## src/rtl/bcs_pkg.sv

```systemverilog
package bcs_pkg;

   typedef enum logic [2:0] {
      CY_FETCH = 3'd0,
      CY_MRD   = 3'd1,
      CY_MWR   = 3'd2,
      CY_IORD  = 3'd3,
      CY_IOWR  = 3'd4,
      CY_INTA  = 3'd5
   } cyc_e;

   localparam logic [2:0] STATUS_IDLE = 3'b000;

   function automatic logic kind_ok(input logic [2:0] k);
      return (k <= 3'd5);
   endfunction

   // {iom, s1, s0}
   function automatic logic [2:0] status_of(input cyc_e k);
      case (k)
         CY_FETCH: return 3'b011;
         CY_MRD:   return 3'b010;
         CY_MWR:   return 3'b001;
         CY_IORD:  return 3'b110;
         CY_IOWR:  return 3'b101;
         CY_INTA:  return 3'b111;
         default:  return STATUS_IDLE;
      endcase
   endfunction

   function automatic logic uses_rd(input cyc_e k);
      return (k == CY_FETCH) || (k == CY_MRD) || (k == CY_IORD);
   endfunction

   function automatic logic uses_wr(input cyc_e k);
      return (k == CY_MWR) || (k == CY_IOWR);
   endfunction

   function automatic logic captures(input cyc_e k);
      return uses_rd(k) || (k == CY_INTA);
   endfunction

endpackage

```

## src/rtl/bcs_timer.sv

```systemverilog
module bcs_timer
   import bcs_pkg::*;
#(
   parameter int FETCH_T      = 4,
   parameter int FETCH_LONG_T = 6,
   parameter int RW_T         = 3,
   parameter int TW           = $clog2(FETCH_LONG_T + 1)
) (
   input  logic          clk,
   input  logic          rst_n,
   input  logic          start,
   input  cyc_e          start_kind,
   input  logic          start_long,
   output logic          active,
   output logic [TW-1:0] tstate,
   output logic          last
);

   logic [TW-1:0] len_q;
   logic [TW-1:0] len_sel;

   always_comb begin
      case (start_kind)
         CY_FETCH: len_sel = start_long ? TW'(FETCH_LONG_T) : TW'(FETCH_T);
         CY_INTA:  len_sel = TW'(FETCH_T);
         default:  len_sel = TW'(RW_T);
      endcase
   end

   always_ff @(posedge clk or negedge rst_n) begin
      if (!rst_n) begin
         active <= 1'b0;
         tstate <= '0;
         len_q  <= '0;
      end else if (start) begin
         active <= 1'b1;
         tstate <= TW'(1);
         len_q  <= len_sel;
      end else if (active) begin
         if (tstate == len_q) begin
            active <= 1'b0;
            tstate <= '0;
         end else begin
            tstate <= tstate + TW'(1);
         end
      end
   end

   assign last = active && (tstate == len_q);

   // the cycle after acceptance is T1
   a_r4_start_t1: assert property (@(posedge clk) disable iff (!rst_n)
      start |=> (active && tstate == TW'(1)));

   // the final T-state is followed by an idle clock
   a_r10_last_ends: assert property (@(posedge clk) disable iff (!rst_n)
      last |=> !active);

endmodule

```

## src/rtl/bcs_strobes.sv

```systemverilog
module bcs_strobes
   import bcs_pkg::*;
#(
   parameter int TW = 3
) (
   input  logic          clk,
   input  logic          rst_n,
   input  logic          active,
   input  logic [TW-1:0] tstate,
   input  cyc_e          kind,
   output logic          ale,
   output logic          rd_n,
   output logic          wr_n,
   output logic          inta_n,
   output logic          dout_en
);

   logic strobe_window;

   assign strobe_window = active && (tstate == TW'(2) || tstate == TW'(3));

   always_comb begin
      ale     = active && (tstate == TW'(1));
      rd_n    = !(strobe_window && uses_rd(kind));
      wr_n    = !(strobe_window && uses_wr(kind));
      inta_n  = !(strobe_window && (kind == CY_INTA));
      dout_en = strobe_window && uses_wr(kind);
   end

   // the latch strobe lasts exactly one clock
   a_r5_ale_single: assert property (@(posedge clk) disable iff (!rst_n)
      ale |=> !ale);

   // read and write strobes never overlap
   a_r6_rd_wr_excl: assert property (@(posedge clk) disable iff (!rst_n)
      !(!rd_n && !wr_n));

   // acknowledge strobe excludes the read strobe
   a_r8_inta_no_rd: assert property (@(posedge clk) disable iff (!rst_n)
      !inta_n |-> rd_n);

endmodule

```

## src/rtl/bus_cycle_seq.sv

```systemverilog
module bus_cycle_seq
   import bcs_pkg::*;
#(
   parameter int ADDR_W         = 16,
   parameter int DATA_W         = 8,
   parameter int FETCH_T        = 4,
   parameter int FETCH_LONG_T   = 6,
   parameter int RW_T           = 3,
   parameter bit IDLE_ADDR_ZERO = 1'b1
) (
   input  logic              clk,
   input  logic              rst_n,
   input  logic              req_valid,
   input  logic [2:0]        req_kind,
   input  logic              req_long,
   input  logic [ADDR_W-1:0] req_addr,
   input  logic [DATA_W-1:0] req_wdata,
   input  logic [DATA_W-1:0] bus_din,
   output logic [ADDR_W-1:0] bus_addr,
   output logic [DATA_W-1:0] bus_dout,
   output logic              dout_en,
   output logic              st_iom,
   output logic              st_s1,
   output logic              st_s0,
   output logic              ale,
   output logic              rd_n,
   output logic              wr_n,
   output logic              inta_n,
   output logic [DATA_W-1:0] rdata,
   output logic              done,
   output logic              busy
);

   localparam int TW = $clog2(FETCH_LONG_T + 1);

   generate
      if (FETCH_T < 4)
         $error("FETCH_T must leave at least one internal T-state after T3");
      if (FETCH_LONG_T <= FETCH_T)
         $error("FETCH_LONG_T must exceed FETCH_T");
      if (RW_T < 3)
         $error("RW_T must cover T1 to T3");
      if (ADDR_W < 1 || DATA_W < 1)
         $error("bus widths must be positive");
   endgenerate

   logic              start;
   logic              active;
   logic [TW-1:0]     tstate;
   logic              last;
   cyc_e              kind_q;
   cyc_e              kind_in;
   logic [ADDR_W-1:0] addr_q;
   logic [DATA_W-1:0] wdata_q;
   logic [DATA_W-1:0] rdata_q;
   logic [2:0]        status;

   assign kind_in = cyc_e'(req_kind);
   assign start   = req_valid && !active && kind_ok(req_kind);

   always_ff @(posedge clk or negedge rst_n) begin
      if (!rst_n) begin
         kind_q  <= CY_FETCH;
         addr_q  <= '0;
         wdata_q <= '0;
      end else if (start) begin
         kind_q  <= kind_in;
         addr_q  <= req_addr;
         wdata_q <= req_wdata;
      end
   end

   always_ff @(posedge clk or negedge rst_n) begin
      if (!rst_n)
         rdata_q <= '0;
      else if (active && tstate == TW'(3) && captures(kind_q))
         rdata_q <= bus_din;
   end

   bcs_timer #(
      .FETCH_T      (FETCH_T),
      .FETCH_LONG_T (FETCH_LONG_T),
      .RW_T         (RW_T),
      .TW           (TW)
   ) u_timer (
      .clk        (clk),
      .rst_n      (rst_n),
      .start      (start),
      .start_kind (kind_in),
      .start_long (req_long),
      .active     (active),
      .tstate     (tstate),
      .last       (last)
   );

   bcs_strobes #(
      .TW (TW)
   ) u_strobes (
      .clk     (clk),
      .rst_n   (rst_n),
      .active  (active),
      .tstate  (tstate),
      .kind    (kind_q),
      .ale     (ale),
      .rd_n    (rd_n),
      .wr_n    (wr_n),
      .inta_n  (inta_n),
      .dout_en (dout_en)
   );

   assign status = active ? status_of(kind_q) : STATUS_IDLE;
   assign st_iom = status[2];
   assign st_s1  = status[1];
   assign st_s0  = status[0];

   generate
      if (IDLE_ADDR_ZERO) begin : g_addr_zero
         assign bus_addr = active ? addr_q : '0;
      end else begin : g_addr_hold
         assign bus_addr = addr_q;
      end
   endgenerate

   assign bus_dout = dout_en ? wdata_q : '0;
   assign rdata    = rdata_q;
   assign done     = last;
   assign busy     = active;

   // completion returns the bus to the idle encoding
   a_r10_done_idle: assert property (@(posedge clk) disable iff (!rst_n)
      done |=> (!busy && {st_iom, st_s1, st_s0} == STATUS_IDLE));

   // a running cycle keeps its kind and address
   a_r2_hold_request: assert property (@(posedge clk) disable iff (!rst_n)
      (busy && !done) |=> ($stable(kind_q) && $stable(addr_q)));

   // a read-kind T1 is followed by the read strobe
   a_r6_ale_then_rd: assert property (@(posedge clk) disable iff (!rst_n)
      (ale && uses_rd(kind_q)) |=> !rd_n);

   // captured data only changes after a T3
   a_r9_rdata_t3: assert property (@(posedge clk) disable iff (!rst_n)
      !$stable(rdata_q) |-> $past(active && tstate == TW'(3)));

endmodule

```

## config.mk

```make
export PLATFORM = sky130hd
export DESIGN_NAME = bus_cycle_seq
export DESIGN_NICKNAME = d
export VERILOG_FILES = /design/src/rtl/bcs_pkg.sv /design/src/rtl/bcs_timer.sv /design/src/rtl/bcs_strobes.sv /design/src/rtl/bus_cycle_seq.sv
export SDC_FILE = /design/constraint.sdc
export NUM_CORES = 1
export LEC_CHECK = 0
export BUFFER_PORTS_ARGS = -buffer_cell sky130_fd_sc_hd__buf_4
export CORE_ASPECT_RATIO = 0.9
export CORE_UTILIZATION = 44
export DETAILED_ROUTE_END_ITERATION = 8
export GPL_TIMING_DRIVEN = 0
export PLACE_DENSITY = 0.81
export SLEW_MARGIN = 10
export SYNTH_ARGS = -nofsm -noshare
export SYNTH_HDL_FRONTEND = slang
export SYNTH_SLANG_ARGS = --single-unit
export TNS_END_PERCENT = 1
```

## constraint.sdc

```tcl
create_clock -name clk -period 1.5 [get_ports clk]
set_clock_uncertainty 0.2 [all_clocks]
set_input_delay 0 -clock clk [delete_from_list [all_inputs] [get_ports clk]]
set_output_delay 0 -clock clk [all_outputs]
set_load 0.1 [all_outputs]
```

**After elaboration in Yosys (flattened, before gate mapping)**

Cells that the tools add are included.

- Input bits: 39
- Register bits after elaboration: 42
- Output and inout bits: 42
- Logic and storage cells: 53

- Add/subtract/negate cells: 1
- Equal/unequal tests: 10
- Muxes and demuxes: 12
- Magnitude comparators: 1
- Reduce and logical (&&, ||, !) cells: 22

Operators by type and width:

| cell | number |
|---|---|
| $pmux 3 s6 | 1 |
| $mux 16 | 1 |
| $eq 3x2->1 const B | 4 |
| $mux 3 | 4 |
| $logic_and 1x1->1 | 10 |
| $eq 3x3->1 const B | 3 |
| $mux 8 | 1 |
| $eq 3x1->1 const B | 2 |
| $logic_not 3->1 | 2 |
| $pmux 3 s2 | 1 |
| $logic_or 1x1->1 | 5 |
| $logic_not 1->1 | 4 |
| $add 3x1->3 const B | 1 |
| $eq 3x3->1 | 1 |
| $le 3x3->1 const B | 1 |
| $mux 1 | 3 |
| $mux 2 | 1 |
| $reduce_bool 2->1 | 1 |

**Logic depth before layout (Yosys ltp)**

- Word-level depth: 5
- Gate-level depth with buffers: 6
- Mapped depth without buffers: 5

**Hierarchy**

Synthesis repeated with hierarchy kept, for this count alone.

- Cells, all modules: 166
- Area total of the unflattened synthesis: 2138.3 sq um

By module, submodules not included:

| module | times used | area each (sq um) | sequential area each (sq um) | cells each |
|---|---|---|---|---|
| bus_cycle_seq | 1 | 1659.1 | 875.8 | 117 |
| bcs_timer | 1 | 406.6 | 175.2 | 39 |
| bcs_strobes | 1 | 72.6 | 0.0 | 10 |

**Worst setup path after synthesis**

No wires, ideal clock.

- Path kind: register -> output
- From: register u_timer.active
- To: output port wr_n
- Stages on the path, launching flop included: 5
- Setup slack: -2.318 ns
- Arrival time: 3.618 ns
- Data required time: 1.300 ns
- Buffers on the path: 0
- Cells stage by stage: dfrtp_1 -> nor2b_1 -> nand2_1 -> nor3_2 -> inv_1

- Longest elaborated chain between the ends: 3

RTL lines:

| item | RTL line | source |
|---|---|---|
| from (decl) | bcs_timer.sv:14 | `output logic active,` |
| from (signal assigned) | bcs_timer.sv:32 | `active <= 1'b0;` |
| from (signal assigned) | bcs_timer.sv:36 | `active <= 1'b1;` |
| from (signal assigned) | bcs_timer.sv:41 | `active <= 1'b0;` |
| $logic_and 1x1->1 | bcs_strobes.sv:20 | `assign strobe_window = active && (tstate == TW'(2) \|\| tstate == TW'(3));` |
| $logic_and 1x1->1 | -- |  |
| net dout_en | bus_cycle_seq.sv:21 | `output logic dout_en,` |
| $logic_not 1->1 | bcs_strobes.sv:25 | `wr_n = !(strobe_window && uses_wr(kind));` |
| to (decl) | bus_cycle_seq.sv:27 | `output logic wr_n,` |

The timed path passes the listed nets, and every way through them passes these cells.

**Worst setup path in the final report**

- From: register u_timer.active
- To: output port bus_dout[7]

- Longest elaborated chain between the ends: 3

RTL lines:

| item | RTL line | source |
|---|---|---|
| $logic_and 1x1->1 | bcs_strobes.sv:20 |  |
| $logic_and 1x1->1 | bcs_strobes.sv:27 | `dout_en = strobe_window && uses_wr(kind);` |
| $mux 8 | bus_cycle_seq.sv:124 | `assign bus_dout = dout_en ? wdata_q : '0;` |
| to (decl) | bus_cycle_seq.sv:20 | `output logic [DATA_W-1:0] bus_dout,` |

Every way passes these cells.

==> results.yml <==
status:
  status: "finished with violations"
  failed_checks: "negative hold slack, negative setup slack"
worst_hold_path:
  hold_class: "in -> reg"
detailed_routing:
  drt_first_pass_iters: 4
  vias: 1709
  avgViaCountPerCell: 4.75
  drtAntennaViolNets: 0
  wire_per_inst_microns: 14.9
  wl_microns: 5380
  drc: 0
  drtIter0Drc: 59
critical_path:
  worst_path_max_delay_cell: "dfrtp_4"
  worstPathRequired_ns: 1.30
  crit_top_cell: "buf_12"
  crit_chain: "nor2b_4 -> nand2_2 -> nor3_4 -> buf_12 -> and2_4 -> buf_12"
  cp_top_family: "simple AND/OR/NAND/NOR gates"
  critPathLaunchType: "flip-flop"
  crit_type: "reg -> out"
  worst_path_largest_cell_delay_ns: 0.43
  worstPathArrival_ns: 1.61
  crit_path_end_kind: "output port"
  worst-path-buf-inv: 2
  critPathMaxFanout: 10
placed_design:
  io_buffer_count: 80
  dp.cells: 308
  hpwl_microns: 3090
  gp_congestion: 0.784
  placedInstanceArea_sq_um: 2820
floorplanning:
  ios: 81
  fp-row-count: 23
  die_w_microns: 75.0
  core_sq_um: 4520
  die_y_microns: 67.7
  start_util_pct: 46.7
  dieArea_sq_um: 5080
sta:
  grt_setup_unrepaired: "true"
  worst_slack_ns: -0.313
  fin_crit_ns: 1.81
  hold-worst-slack_ns: -0.0442
  timing.fmax_mhz: 552
  maxSlewViolCount: 0
  hold_viol: 1
  tightest_slew_ns: 0.527
  slew_headroom_pct: 64.9
  setup_viol: 74
  finalCritPeriodShare_pct: 121
final_layout:
  syn_to_final_growth_pct: 73.7
  final_cells: 360
  nNetsFinal: 339
  stdcell_area_sq_um: 3660
  fillers: 268
  drive_gt1_share_pct: 50.0
  diodes: 0
clock_tree:
  cts_tree: "done"
  clock_latency_ns: 0.29
  clock-root-buffer: "clkbuf_8"
  cts_buffer_depth: 2
  tritoncts.num_buffers: 5
  path_clk_slew_ns: 0.08
  htreeDepth: 2
  cts.sinks: 42
grt:
  grt_max_degree: 43
  gr-total-overflow: 0
  antenna_found_initial: 0
  grt_pass1_wl_microns: 8160
  grt_util_met1_pct: 26.8
  grt_pass1_vias: 1710
  use_met2_pct: 38.9
  grt.busiest_layer: "met2"
  grt_usage_pct: 22.2
  use_met3_pct: 5.07
yosys:
  synth_cell_types: 30
  syn_nets: 208
  ys_seq_area_share_pct: 49.8
  ys_async_sr_fraction_pct: 100
  avgSynthCellArea_sq_um: 12.7
  synthTopCellsByArea: "dfrtp_1 (50%), mux2_4 (21%), and2_1 (7.7%)"
  synth_top_cell_by_area: "dfrtp_1"
  synth_seq_cells: 42
  syn-instance-count: 166
  synthTopCellsByCount: "dfrtp_1 (42), mux2_4 (29), and2_1 (26)"
  netlist.area_leader.share_pct: 49.8
  ys.warnings.count: 0
  ys.flop_type: "dfrtp_1"
  synth_area_sq_um: 2110
  synth_edf_count: 0
  synth.most_common_cell: "dfrtp_1"
job:
  maxCapViolCount: 0
stage by stage:
step / utilization, % / hold slack (ns) / worst slack [ns] / setup TNS [ns]
final: 81.1 / -0.0442 / -0.313 / -15.31
after global routing: 81.1 / 0.0164 / -0.384 / -19.22
after CTS: 80.1 / 0.0520 / -0.374 / -15.93
after detailed placement: 62.4 / -0.179 / -0.336 / -11.25
after global placement: 62.4 / -0.183 / -0.323 / -11.16
after floorplan: - / -0.496 / -1.42 / -34.86
sequential cells by signal, indices dropped and copies added (netlist names):
signal / flops
addr_q: 16
rdata: 8
wdata_q: 8
kind_q: 3
u_timer.len_q: 3
u_timer.tstate: 3
u_timer.active: 1
cell type report:
class	instances	area, sq um	share of cell area (%)
inverters	6	26.3	0.717
clock inverters	1	30.0	0.819
multi-input cells	111	1040	28.3
clock buffers	7	76.3	2.08
repair buffers	124	1270	34.7
flip-flops and latches	42	1060	28.9
well taps	62	77.6	2.12
plain buffers	7	85.1	2.32
cell usage in the layout, fill, tap and decap left out, types with 5 or more instances in the layout:
| cell | count |
|---|---|
| dfrtp_1 | 37 |
| o21ai_1 | 5 |
| dlygate4sd3_1 | 38 |
| clkbuf_8 | 5 |
| buf_6 | 20 |
| nand2_1 | 10 |
| and2_1 | 18 |
| mux2_4 | 29 |
| buf_12 | 15 |
| and2_4 | 8 |
| buf_4 | 54 |
| inv_1 | 5 |
metal layers:
layer / part of all wire [%] / vias to the layer above
met5: 0 / -
met4: 1.6 / 0
met3: 5.2 / 10
met2: 50 / 59
met1: 43 / 815
li1: - / 825
worst register-to-register path: cells and delay by family, from the launching register on:
family                 cells  cell delay, ns
buffers and inverters      1            0.16
muxes                      1            0.33
and+or+nand+nor            2            0.35
AOI/OAI and AO/OA          1            0.23
DFF                        1            0.43
worst paths after layout:
kind / from / end / slack (ns) / cells past startpoint
setup reg to reg: kind_q[2]$_DFFE_PN0P_ / rdata[6]$_DFFE_PN0P_ / -0.31 / 5
max in group asynchronous: rst_n / u_timer.active$_DFF_PN0_ / 0.67 / 2
setup / recovery: u_timer.active$_DFF_PN0_ / bus_dout[7] / -0.31 / 6
min in group asynchronous: rst_n / addr_q[7]$_DFFE_PN0P_ / 0.03 / 2
hold / removal: req_kind[2] / u_timer.len_q[1]$_DFFE_PN0P_ / -0.04 / 5
hold reg to reg: wdata_q[1]$_DFFE_PN0P_ / wdata_q[1]$_DFFE_PN0P_ / 0.30 / 1
timing repair:
item / in CTS / in global routing
gates resized for setup: 72 / 13
hold endpoints to repair: 82 / 5
setup endpoints to repair: 70 / 74
pin swaps: 2 / 6
buffers inserted: 3 / 1
hold buffers: 38 / 2
cells by family after synthesis:
family                   Yosys count  synth area share (%)
flip-flops                        42                  49.8
AND/OR/NAND/NOR                   56                  15.0
AO/OA/AOI/OAI                     15                  5.28
adder cells (fa/ha/maj)            3                  1.78
buffers and inverters             13                  3.80
XOR/XNOR                           5                  2.08
multiplexers                      32                  22.2
Power is not shown: default switching activity piles up to over one toggle a cycle in this logic, so the estimate is an artifact.
